--- src/rtl/sercmd_pkg.sv ---
package sercmd_pkg;

  typedef enum logic [1:0] {
    RX_IDLE   = 2'd0,
    RX_SHIFT  = 2'd1,
    RX_LOCKED = 2'd2
  } rx_state_e;

endpackage

--- src/rtl/sercmd_sync.sv ---
module sercmd_sync #(
  parameter int               WIDTH   = 3,
  parameter int               STAGES  = 2,
  parameter logic [WIDTH-1:0] RST_VAL = '0
) (
  input  logic             clk,
  input  logic             rst_n,
  input  logic [WIDTH-1:0] d,
  output logic [WIDTH-1:0] q
);

  logic [WIDTH-1:0] chain [STAGES];

  always_ff @(posedge clk or negedge rst_n) begin
    if (!rst_n) begin
      for (int i = 0; i < STAGES; i++) chain[i] <= RST_VAL;
    end else begin
      chain[0] <= d;
      for (int i = 1; i < STAGES; i++) chain[i] <= chain[i-1];
    end
  end

  assign q = chain[STAGES-1];

endmodule

--- src/rtl/sercmd_edge.sv ---
module sercmd_edge (
  input  logic clk,
  input  logic rst_n,
  input  logic fs_s,
  input  logic sck_s,
  output logic fs_fall,
  output logic sck_fall
);

  logic fs_prev;
  logic sck_prev;

  always_ff @(posedge clk or negedge rst_n) begin
    if (!rst_n) begin
      fs_prev  <= 1'b1;
      sck_prev <= 1'b0;
    end else begin
      fs_prev  <= fs_s;
      sck_prev <= sck_s;
    end
  end

  assign fs_fall  = fs_prev & ~fs_s;
  assign sck_fall = sck_prev & ~sck_s;

endmodule

--- src/rtl/sercmd_frame.sv ---
module sercmd_frame
  import sercmd_pkg::*;
#(
  parameter int WORD_W = 24
) (
  input  logic              clk,
  input  logic              rst_n,
  input  logic              dis,
  input  logic              fs_s,
  input  logic              fs_fall,
  input  logic              sck_fall,
  input  logic              din_s,
  output logic              word_valid,
  output logic [WORD_W-1:0] word
);

  localparam int              CNT_W = $clog2(WORD_W);
  localparam logic [CNT_W-1:0] LAST = CNT_W'(WORD_W - 1);

  rx_state_e         state;
  logic [CNT_W-1:0]  bit_cnt;
  logic [WORD_W-1:0] shreg;
  logic [WORD_W-1:0] shreg_next;

  assign shreg_next = {shreg[WORD_W-2:0], din_s};

  always_ff @(posedge clk or negedge rst_n) begin
    if (!rst_n) begin
      state      <= RX_IDLE;
      bit_cnt    <= '0;
      shreg      <= '0;
      word_valid <= 1'b0;
      word       <= '0;
    end else begin
      word_valid <= 1'b0;
      if (dis) begin
        state   <= RX_IDLE;
        bit_cnt <= '0;
        shreg   <= '0;
      end else begin
        unique case (state)
          RX_IDLE, RX_LOCKED: begin
            if (fs_fall) begin
              state   <= RX_SHIFT;
              bit_cnt <= '0;
              shreg   <= '0;
            end
          end
          RX_SHIFT: begin
            if (fs_s) begin
              state   <= RX_IDLE;
              bit_cnt <= '0;
              shreg   <= '0;
            end else if (sck_fall) begin
              shreg <= shreg_next;
              if (bit_cnt == LAST) begin
                state      <= RX_LOCKED;
                bit_cnt    <= '0;
                word_valid <= 1'b1;
                word       <= shreg_next;
              end else begin
                bit_cnt <= bit_cnt + 1'b1;
              end
            end
          end
          default: state <= RX_IDLE;
        endcase
      end
    end
  end

endmodule

--- src/rtl/sercmd_rx.sv ---
module sercmd_rx #(
  parameter int CTRL_W      = 8,
  parameter int DATA_W      = 16,
  parameter int SYNC_STAGES = 2
) (
  input  logic              clk,
  input  logic              rst_n,
  input  logic              port_dis,
  input  logic              ser_fs_n,
  input  logic              ser_clk,
  input  logic              ser_din,
  output logic              cmd_valid,
  output logic [CTRL_W-1:0] cmd_ctrl,
  output logic [DATA_W-1:0] cmd_data
);

  localparam int WORD_W = CTRL_W + DATA_W;

  logic [2:0]        pins_s;
  logic              fs_s;
  logic              sck_s;
  logic              din_s;
  logic              fs_fall;
  logic              sck_fall;
  logic [WORD_W-1:0] word;

  sercmd_sync #(
    .WIDTH   (3),
    .STAGES  (SYNC_STAGES),
    .RST_VAL (3'b100)
  ) u_sync (
    .clk   (clk),
    .rst_n (rst_n),
    .d     ({ser_fs_n, ser_clk, ser_din}),
    .q     (pins_s)
  );

  assign fs_s  = pins_s[2];
  assign sck_s = pins_s[1];
  assign din_s = pins_s[0];

  sercmd_edge u_edge (
    .clk      (clk),
    .rst_n    (rst_n),
    .fs_s     (fs_s),
    .sck_s    (sck_s),
    .fs_fall  (fs_fall),
    .sck_fall (sck_fall)
  );

  sercmd_frame #(
    .WORD_W (WORD_W)
  ) u_frame (
    .clk        (clk),
    .rst_n      (rst_n),
    .dis        (port_dis),
    .fs_s       (fs_s),
    .fs_fall    (fs_fall),
    .sck_fall   (sck_fall),
    .din_s      (din_s),
    .word_valid (cmd_valid),
    .word       (word)
  );

  assign cmd_ctrl = word[WORD_W-1:DATA_W];
  assign cmd_data = word[DATA_W-1:0];

endmodule

--- config.mk ---
export PLATFORM = sky130hd
export DESIGN_NAME = sercmd_rx
export DESIGN_NICKNAME = d
export VERILOG_FILES = /design/src/rtl/sercmd_pkg.sv /design/src/rtl/sercmd_sync.sv /design/src/rtl/sercmd_edge.sv /design/src/rtl/sercmd_frame.sv /design/src/rtl/sercmd_rx.sv
export SDC_FILE = /design/constraint.sdc
export NUM_CORES = 1
export LEC_CHECK = 0
export ABC_AREA = 1
export BUFFER_PORTS_ARGS = -buffer_cell sky130_fd_sc_hd__buf_2
export CAP_MARGIN = 10
export CORE_ASPECT_RATIO = 0.6
export CORE_MARGIN = 2
export CORE_UTILIZATION = 48
export DETAILED_ROUTE_END_ITERATION = 10
export PLACE_DENSITY = 0.75
export SLEW_MARGIN = 10
export SYNTH_ARGS = -nofsm -noshare
export SYNTH_HDL_FRONTEND = slang
export SYNTH_HIERARCHICAL = 1
export SYNTH_SLANG_ARGS = --single-unit
export TNS_END_PERCENT = 30
--- constraint.sdc ---
create_clock -name clk -period 1.75 [get_ports clk]
set_clock_uncertainty 0.2 [all_clocks]
set_input_delay 0.35 -clock clk [delete_from_list [all_inputs] [get_ports clk]]
set_output_delay 0.35 -clock clk [all_outputs]
set_load 0.1 [all_outputs]
==> results of run 1 <==
registers in the layout, summed over array words and instances (netlist names):
signal and count:
u_frame/word 24, u_frame/shreg 23, u_frame/bit_cnt 5, u_sync/chain 3, u_sync/q 3, u_frame/state 2, u_edge/fs_prev 1, u_edge/sck_prev 1
u_frame/word_valid 1
layer usage:
metal / GRT usage / vias up
met5: 0 / -
met4: 0.0763 / 0
met3: 0.0670 / 2
met2: 0.280 / 47
met1: 0.240 / 911
li1: - / 976
repair_timing:
action / in CTS / in global routing
hold buffers: 4 / 0
endpoints found under the hold margin: 20 / 0
gates cloned: 0 / 2
resized for setup: 1 / 6
setup endpoints to repair: 3 / 51
setup buffers: 0 / 3
pin swaps: 1 / 4
where the power goes:
| group | switching [uW] | internal, uW | total [uW] |
|---|---|---|---|
| sequential | 8.86 | 1470 | 1480 |
| combinational | 93.2 | 53.8 | 147 |
| clock | 584 | 806 | 1390 |
| total | 686 | 2330 | 3020 |
Yosys cell counts, types with 2 or more instances:
cell type / instances
nand4_1: 2
buf_4: 7
o21ai_1: 24
inv_1: 11
nor2_4: 2
buf_6: 6
nand2_1: 136
inv_2: 3
nand2_2: 3
nand3_1: 11
dfstp_2: 3
nor2_2: 3
dfrtp_1: 60
nand2_4: 3
nor2_1: 5
area by class of cell:
cell class	count	area, sq um
fillers	444	1990
repair buffers	43	325
clock buffers	9	124
clock inverters	7	96.3
multi-input cells	195	897
inverters	15	61.3
well taps	66	82.6
flip-flops and latches	63	1580
worst min path at each step:
stage,endpoint,startpoint,depth (start not counted),slack [ns]
finish,u_sync/q[2],u_sync/chain[5],0,0.16
global placement,u_frame/word[20],rst_n,1,0.04
CTS,u_frame/state[0],port_dis,4,0.13
global route,u_sync/q[2],u_sync/chain[5],0,0.16
detailed placement,u_frame/word[20],rst_n,1,0.04
floorplan,u_edge/sck_prev,rst_n,0,-0.15
per-stage QoR:
step | util | std cells | hold WS, ns | TNS [ns]
6_report | 0.614 | 398 | 0.156 | 0
3_5_place_dp | 0.545 | 373 | 0.0415 | 0
3_3_place_gp | 0.545 | 373 | 0.0370 | 0
4_1_cts | 0.596 | 393 | 0.130 | 0
5_1_grt | 0.614 | 398 | 0.159 | -0.0305
2_1_floorplan | - | 286 | -0.146 | 0
cell families (layout without fill, tap and decap cells):
| kind of cell | count (synthesis) | after routing | share of synthesized area |
|---|---|---|---|
| adder cells (fa/ha/maj) | 1 | 1 | 0.00477 |
| buffers and inverters | 29 | 74 | 0.0701 |
| AO/OA/AOI/OAI | 26 | 26 | 0.0505 |
| AND/OR/NAND/NOR | 167 | 168 | 0.273 |
| flip-flops | 63 | 63 | 0.602 |
==> summary.txt, run 1 <==
Run status
  • Outcome: finished clean

Place
  • Placed Area: 0.00281 sq mm
  • DP HPWL: 3080 microns
  • Dpl ws: 0.00332 ns
  • Routability cong.: 0.799
  • # port buffers: 30

Logic synthesis
  • Post-synth top area share: 0.572
  • Most used DFF post-synth: dfrtp_1
  • Syn Area/Cell: 9.18 sq um
  • Post-synth top area cell: dfrtp_1
  • Synth top area cells: dfrtp_1 57%, nand2_1 19%, o21ai_1 4.6%
  • #FFs+latches synth: 63
  • Synthesized instance count: 286
  • Post-Syn Area: 0.00263 sq mm
  • Sequential element share of the synthesized area: 0.602
  • Post-synth EDFFs: 0
  • Ys async rst share: 1.00
  • Syn_nets: 293
  • Yosys cell types: 22
  • Yosys warnings: 6

Timing
  • Final setup fails: 0
  • PnR worst setup slack: 0.0616 ns
  • Max Clock Freq: 592 MHz
  • Slew @ Worst Pin: 0.487 ns
  • Period utilization: 0.965
  • Final min period: 1.69 ns
  • Final Max Slew Viols: 0
  • Slew margin rel.: 0.677
  • RSZ-0062 raised after global routing: true
  • Fin. Hold Viols: 0

Die
  • Die Span X: 99.5 microns
  • IO Pins: 31
  • Area of the die: 0.00610 sq mm
  • Core Box Area: 0.00515 sq mm
  • Row cnt: 20
  • Initial core utilization: 0.509
  • Die height: 61.3 microns

Drt
  • DRC violation total after the first TritonRoute iteration: 107
  • Drt pass-1 iters: 4
  • Vias per std cell: 4.86
  • Met2 routed WL: 2270 microns
  • Routed WL per cell: 12.6 microns
  • Met1 Wirelength: 2430 microns
  • Final wirelength: 5030 microns
  • Final antenna-violating net count: 0
  • # DRC: 0
  • Via count: 1936
  • WL met3: 302 microns
  • Top Metal Used: met4

Worst setup path
  • Crit path depth: 1
  • CP Class: reg2out
  • Cells along the critical path: buf_2
  • CP peak stage delay: 0.43 ns
  • Worst setup path endpoint: cmd_data[3]
  • Max FO, Critical Path: 2
  • CP delay by family, top: buffers and inverters
  • Crit path arrival time: 1.14 ns
  • Crit path from: u_frame/word[3]
  • WP data required: 1.20 ns
  • CP endpoint kind: output port
  • R2R Path Start: u_edge/fs_prev
  • Crit path launch type: register
  • R2R depth: 10
  • Reg2reg end: u_frame/shreg[16]
  • Worst path bufs/invs: 1
  • Reg-to-reg slack, setup: 0.08 ns
  • Slowest cell on the critical path: buf_2

Clock network
  • Clock Latency Late Sink: 0.34 ns
  • Clock buffer count from CTS: 9
  • CTS tree: yes
  • H-Tree Depth: 3
  • # clock sinks: 63
  • Clk buf depth: 2
  • Clk slew on worst S/H paths: 0.07 ns
  • Clock root buffer: clkbuf_8

GRT
  • Gr usage total: 0.182
  • First-pass GRT wire length: 8240 microns
  • Vias in the first global route: 1818
  • Pin count of the biggest net entering global routing: 54
  • GR Overflow Total: 0
  • Antenna violations before repair: 0

Layout
  • P&R area growth vs syn: 20.6%
  • Ant. Diodes: 0
  • Design area: 0.00317 sq mm
  • Final #Nets: 334
  • Most frequent cells in the layout: 134 x nand2_1, 60 x dfrtp_1, 30 x buf_2
  • Commonest non-fill, non-tap cell in the layout: nand2_1
  • Share of layout cells above drive strength 1: 0.238

Power and ir drop
  • Final Power: 3020 uW
  • Pwr Density: 952 mW/mm^2
  • VDD IR max: 0.603 mV
  • P_leak: 0.00168 uW

Job
  • Max-Cap Viols: 0

Worst hold path
  • Worst min path class: reg2reg
Power figures use the tool's default switching activity.
==> run 2: changes to the inputs <==
--- a/config.mk
+++ b/config.mk
@@ -13,6 +13,7 @@
 export CORE_UTILIZATION = 48
 export DETAILED_ROUTE_END_ITERATION = 10
 export PLACE_DENSITY = 0.75
+export SETUP_SLACK_MARGIN = 0.4
 export SLEW_MARGIN = 10
 export SYNTH_ARGS = -nofsm -noshare
 export SYNTH_HDL_FRONTEND = slang
==> summary.txt, run 2 (synthesis gave the netlist of run 1 again) <==
Clock network
  • CTS tree: yes
  • H-Tree Depth: 3
  • Clk buf depth: 2
  • Clock root buffer: clkbuf_8
  • Clock buffer count from CTS: 9
  • # clock sinks: 63
  • Clock Latency Late Sink: 0.35 ns
  • Clk slew on worst S/H paths: 0.06 ns

Timing
  • Final min period: 1.69 ns
  • Final setup fails: 0
  • Period utilization: 0.966
  • Max Clock Freq: 592 MHz
  • Hold Slack: 0.153 ns
  • RSZ-0062 raised after global routing: true
  • Slew @ Worst Pin: 0.271 ns
  • Slew margin rel.: 0.819
  • Fin. Hold Viols: 0
  • Final Max Slew Viols: 0

Drt
  • Routed WL per cell: 16.0 microns
  • Via count: 2203
  • Final wirelength: 6680 microns
  • Vias per std cell: 5.27
  • # DRC: 0
  • DRC violation total after the first TritonRoute iteration: 122
  • Drt pass-1 iters: 4
  • Final antenna-violating net count: 0

Worst setup path
  • Crit path arrival time: 1.72 ns
  • CP endpoint kind: register
  • Cells along the critical path: inv_2 > nor2_2 > inv_1 > nand2_2 > nand2_4 > inv_4 > nand2_8 > buf_12 > nand2_1 > o21ai_1
  • CP peak stage delay: 0.53 ns
  • Crit path launch type: register
  • Slowest cell on the critical path: dfstp_2
  • CP Class: reg2reg
  • Max FO, Critical Path: 8
  • WP data required: 1.78 ns

GRT
  • Antenna violations before repair: 0
  • Vias in the first global route: 1983
  • Gr usage total: 0.218
  • First-pass GRT wire length: 9690 microns
  • GR Overflow Total: 0
  • Pin count of the biggest net entering global routing: 50

Layout
  • Design area: 0.00378 sq mm
  • Max reg flops: 24
  • Commonest non-fill, non-tap cell in the layout: nand2_1
  • P&R area growth vs syn: 44.2%
  • Register bank with the most flops: u_frame/word
  • Final #Nets: 355
  • Largest regs: u_frame/word (24), u_frame/shreg (23), u_frame/bit_cnt (5)
  • Ant. Diodes: 0
  • Non-filler instance count after layout: 418
  • Most frequent cells in the layout: 111 x nand2_1, 60 x dfrtp_1, 30 x buf_4
  • Share of layout cells above drive strength 1: 0.378
  • Fillers: 334

Power and ir drop
  • Comb power frac: 0.086
  • Pwr Density: 741 mW/mm^2
  • Sw power: 694 uW
  • Clock Power Share: 0.386
  • Cell Int Power: 2110 uW
  • Proportion of power drawn by flip-flops and latches: 0.528
  • P_leak: 0.00196 uW
  • Switching share of power: 0.248
  • VDD IR max: 0.438 mV

Place
  • Routability cong.: 0.899
  • Placed cell count: 374
  • # port buffers: 30
  • Placed Area: 0.00284 sq mm
  • DP HPWL: 2940 microns

Die
  • IO Pins: 31
  • Core Box Area: 0.00515 sq mm
  • Initial core utilization: 0.509
  • Die Span X: 99.5 microns
  • Die height: 61.3 microns
  • Area of the die: 0.00610 sq mm
  • Row cnt: 20

Worst hold path
  • Worst min path class: reg2reg

Job
  • Max-Cap Viols: 0

Run status
  • Outcome: finished clean
## run 2: critical path: cells and delay by family, from the launching register on
family | cells | cell delay [ns]
flip-flops | 1 | 0.53
AO/OA/AOI/OAI | 1 | 0.07
AND/OR/NAND/NOR | 5 | 0.41
buffers and inverters | 4 | 0.34
## run 2: timing repair
action | 4_1_cts | 5_1_grt
hold endpoints to repair | 63 | 0
resized for setup | 76 | 47
hold buffers | 4 | 0
cloned | 5 | 5
setup buffers | 12 | 3
endpoints found under the setup margin | 80 | 80
pin swaps | 12 | 13
## run 2: final timing paths
kind	startpoint	end	slack (ns)	cells after the start
hold / removal	u_sync/chain[5]	u_sync/q[2]	0.15	0
max in group asynchronous	rst_n	u_sync/chain[5]	0.71	3
hold reg to reg	u_sync/chain[5]	u_sync/q[2]	0.15	0
setup reg to reg	u_edge/fs_prev	u_frame/shreg[20]	0.06	10
setup / recovery	u_edge/fs_prev	u_frame/shreg[20]	0.06	10
min in group asynchronous	rst_n	u_frame/word[4]	0.33	3
## run 2: power by group through the flow
stage	registers (uW)	clock network [uW]	logic (uW)
detailed placement	1510	0	130
finish	1480	1080	242
CTS	1480	1100	168
floorplan	1500	0	79.7
global placement	1510	0	128
global route	1480	1180	259
## run 2: area by class of cell
class | instances | area (sq um) | area share
Tap cell | 66 | 82.6 | 0.0218
Sequential cell | 63 | 1580 | 0.418
Clock buffer | 11 | 141 | 0.0374
Timing Repair Buffer | 61 | 732 | 0.193
Inverter | 15 | 83.8 | 0.0221
Clock inverter | 4 | 22.5 | 0.00595
Multi-Input combinational cell | 198 | 1140 | 0.302
## run 2: per-stage QoR
| step | worst slack (ns) | util | setup TNS (ns) | total power [uW] |
|---|---|---|---|---|
| floorplan | 0.209 | - | 0 | 1580 |
| global placement | 0.129 | 0.551 | 0 | 1630 |
| detailed placement | 0.0638 | 0.551 | 0 | 1640 |
| CTS | 0.165 | 0.675 | 0 | 2750 |
| global route | -0.0160 | 0.734 | -0.0356 | 2920 |
| finish | 0.0597 | 0.734 | 0 | 2800 |
## run 2: routing by layer
layer  track usage  up-vias  part of all wire
met3        0.0658       14             0.080
met5             0        -                 0
met1         0.292     1074              0.43
met2         0.332       90              0.47
li1              -     1025                 -
met4         0.110        0             0.017
==> run 3: changes to the inputs <==
--- a/config.mk
+++ b/config.mk
@@ -13,6 +13,7 @@
 export CORE_UTILIZATION = 48
 export DETAILED_ROUTE_END_ITERATION = 10
 export PLACE_DENSITY = 0.75
+export RECOVER_POWER = 50
 export SETUP_SLACK_MARGIN = 0.4
 export SLEW_MARGIN = 10
 export SYNTH_ARGS = -nofsm -noshare
==> summary.txt, run 3 (synthesis gave the netlist of run 1 again) <==
Run status
  • Outcome: finished clean

Drt
  • Vias per std cell: 5.24
  • # DRC: 0
  • DRC violation total after the first TritonRoute iteration: 107
  • Routed WL per cell: 16.0 microns
  • Drt pass-1 iters: 5
  • Final antenna-violating net count: 0
  • Final wirelength: 6690 microns
  • Via count: 2189

Die
  • Core Box Area: 0.00515 sq mm
  • Area of the die: 0.00610 sq mm
  • IO Pins: 31
  • Initial core utilization: 0.509
  • Die height: 61.3 microns
  • Row cnt: 20
  • Die Span X: 99.5 microns

Power and ir drop
  • P_leak: 0.00194 uW
  • Pwr Density: 747 mW/mm^2
  • Final Power: 2800 uW
  • VDD IR max: 0.434 mV

Timing
  • Final Max Slew Viols: 0
  • Final min period: 1.69 ns
  • Fin. Hold Viols: 0
  • Hold Slack: 0.154 ns
  • RSZ-0062 raised after global routing: true
  • Final setup fails: 0
  • Max Clock Freq: 591 MHz
  • Slew margin rel.: 0.526
  • Slew @ Worst Pin: 0.711 ns
  • Setup TNS: 0 ns
  • Period utilization: 0.967

Worst setup path
  • Crit path launch type: register
  • R2R Path Start: u_edge/fs_prev
  • WP data required: 1.79 ns
  • CP endpoint kind: register
  • Max FO, Critical Path: 8
  • Crit path from: u_edge/fs_prev
  • CP Class: reg2reg
  • Crit path arrival time: 1.73 ns

Clock network
  • Clock Latency Late Sink: 0.35 ns
  • Clock buffer count from CTS: 9
  • Clk slew on worst S/H paths: 0.07 ns
  • # clock sinks: 63
  • Clock root buffer: clkbuf_8
  • Clk buf depth: 2
  • CTS tree: yes
  • H-Tree Depth: 3

GRT
  • Antenna violations before repair: 0
  • Pin count of the biggest net entering global routing: 50
  • Gr usage total: 0.218
  • GR Overflow Total: 0
  • Vias in the first global route: 1983
  • First-pass GRT wire length: 9690 microns

Worst hold path
  • HP Start: u_sync/chain[5]
  • Worst min path class: reg2reg

Place
  • # port buffers: 30
  • Routability cong.: 0.899
  • DP HPWL: 2940 microns

Layout
  • Fillers: 341
  • Largest regs: u_frame/word (24), u_frame/shreg (23), u_frame/bit_cnt (5)
  • Commonest non-fill, non-tap cell in the layout: nand2_1
  • Max reg flops: 24
  • Share of layout cells above drive strength 1: 0.372
  • Final #Nets: 355
  • P&R area growth vs syn: 42.6%
  • Register bank with the most flops: u_frame/word
  • Ant. Diodes: 0
  • Most frequent cells in the layout: 111 x nand2_1, 60 x dfrtp_1, 29 x buf_4

Job
  • Max-Cap Viols: 0
## run 3: layout make-up
class	instances	area (sq um)	share of cell area
clock inverters	4	22.5	0.00602
inverters	15	83.8	0.0224
well taps	66	82.6	0.0221
repair buffers	61	689	0.184
clock buffers	11	141	0.0378
flip-flops and latches	63	1580	0.422
multi-input cells	198	1140	0.305
## run 3: timing repair
item                                   4_1_cts  5_1_grt
cloned                                       5        5
pin swaps                                   12       13
hold buffers                                 4        0
setup endpoints to repair                   80       80
setup buffers                               12        3
resized for setup                           76       47
endpoints found under the hold margin       63        0
## run 3: stage by stage
stage	setup slack [ns]	utilization	instances	area (sq um)
floorplan	0.209	-	286	2650
global placement	0.129	0.551	374	2840
detailed placement	0.0638	0.551	374	2840
CTS	0.165	0.675	410	3480
global route	-0.0160	0.726	418	3740
finish	0.0583	0.726	418	3740
## run 3: path summary, 6_finish.rpt
kind	cells after the start	to	slack (ns)
worst max-delay path	10	u_frame/shreg[21]	0.06
min in group asynchronous	3	u_frame/word[5]	0.50
worst max register to register	10	u_frame/shreg[21]	0.06
max in group asynchronous	3	u_frame/bit_cnt[4]	0.38
worst min-delay path	0	u_sync/q[2]	0.15
worst min register to register	0	u_sync/q[2]	0.15
## run 3: per-layer routing
metal	wire length, microns	global-route usage	vias up
met5	0	0	-
met4	80	0.110	0
met3	530	0.0658	10
met2	3220	0.332	98
met1	2860	0.292	1059
li1	-	-	1022
## run 3: worst max-delay path: stages, from the launching register on
cell and delay [ns]:
dfstp_2 0.53, inv_2 0.03, nor2_2 0.09, inv_1 0.06
nand2_2 0.10, nand2_4 0.06, inv_4 0.08, nand2_8 0.10
clkbuf_16 0.18, nand2_1 0.07, o21ai_1 0.07
## run 3: report_power, final
| group | internal (uW) | switching, uW | leakage [uW] |
|---|---|---|---|
| clock network | 536 | 544 | 0.0000850 |
| logic | 98.0 | 138 | 0.000999 |
| registers | 1470 | 9.07 | 0.000858 |
| total | 2110 | 691 | 0.00194 |
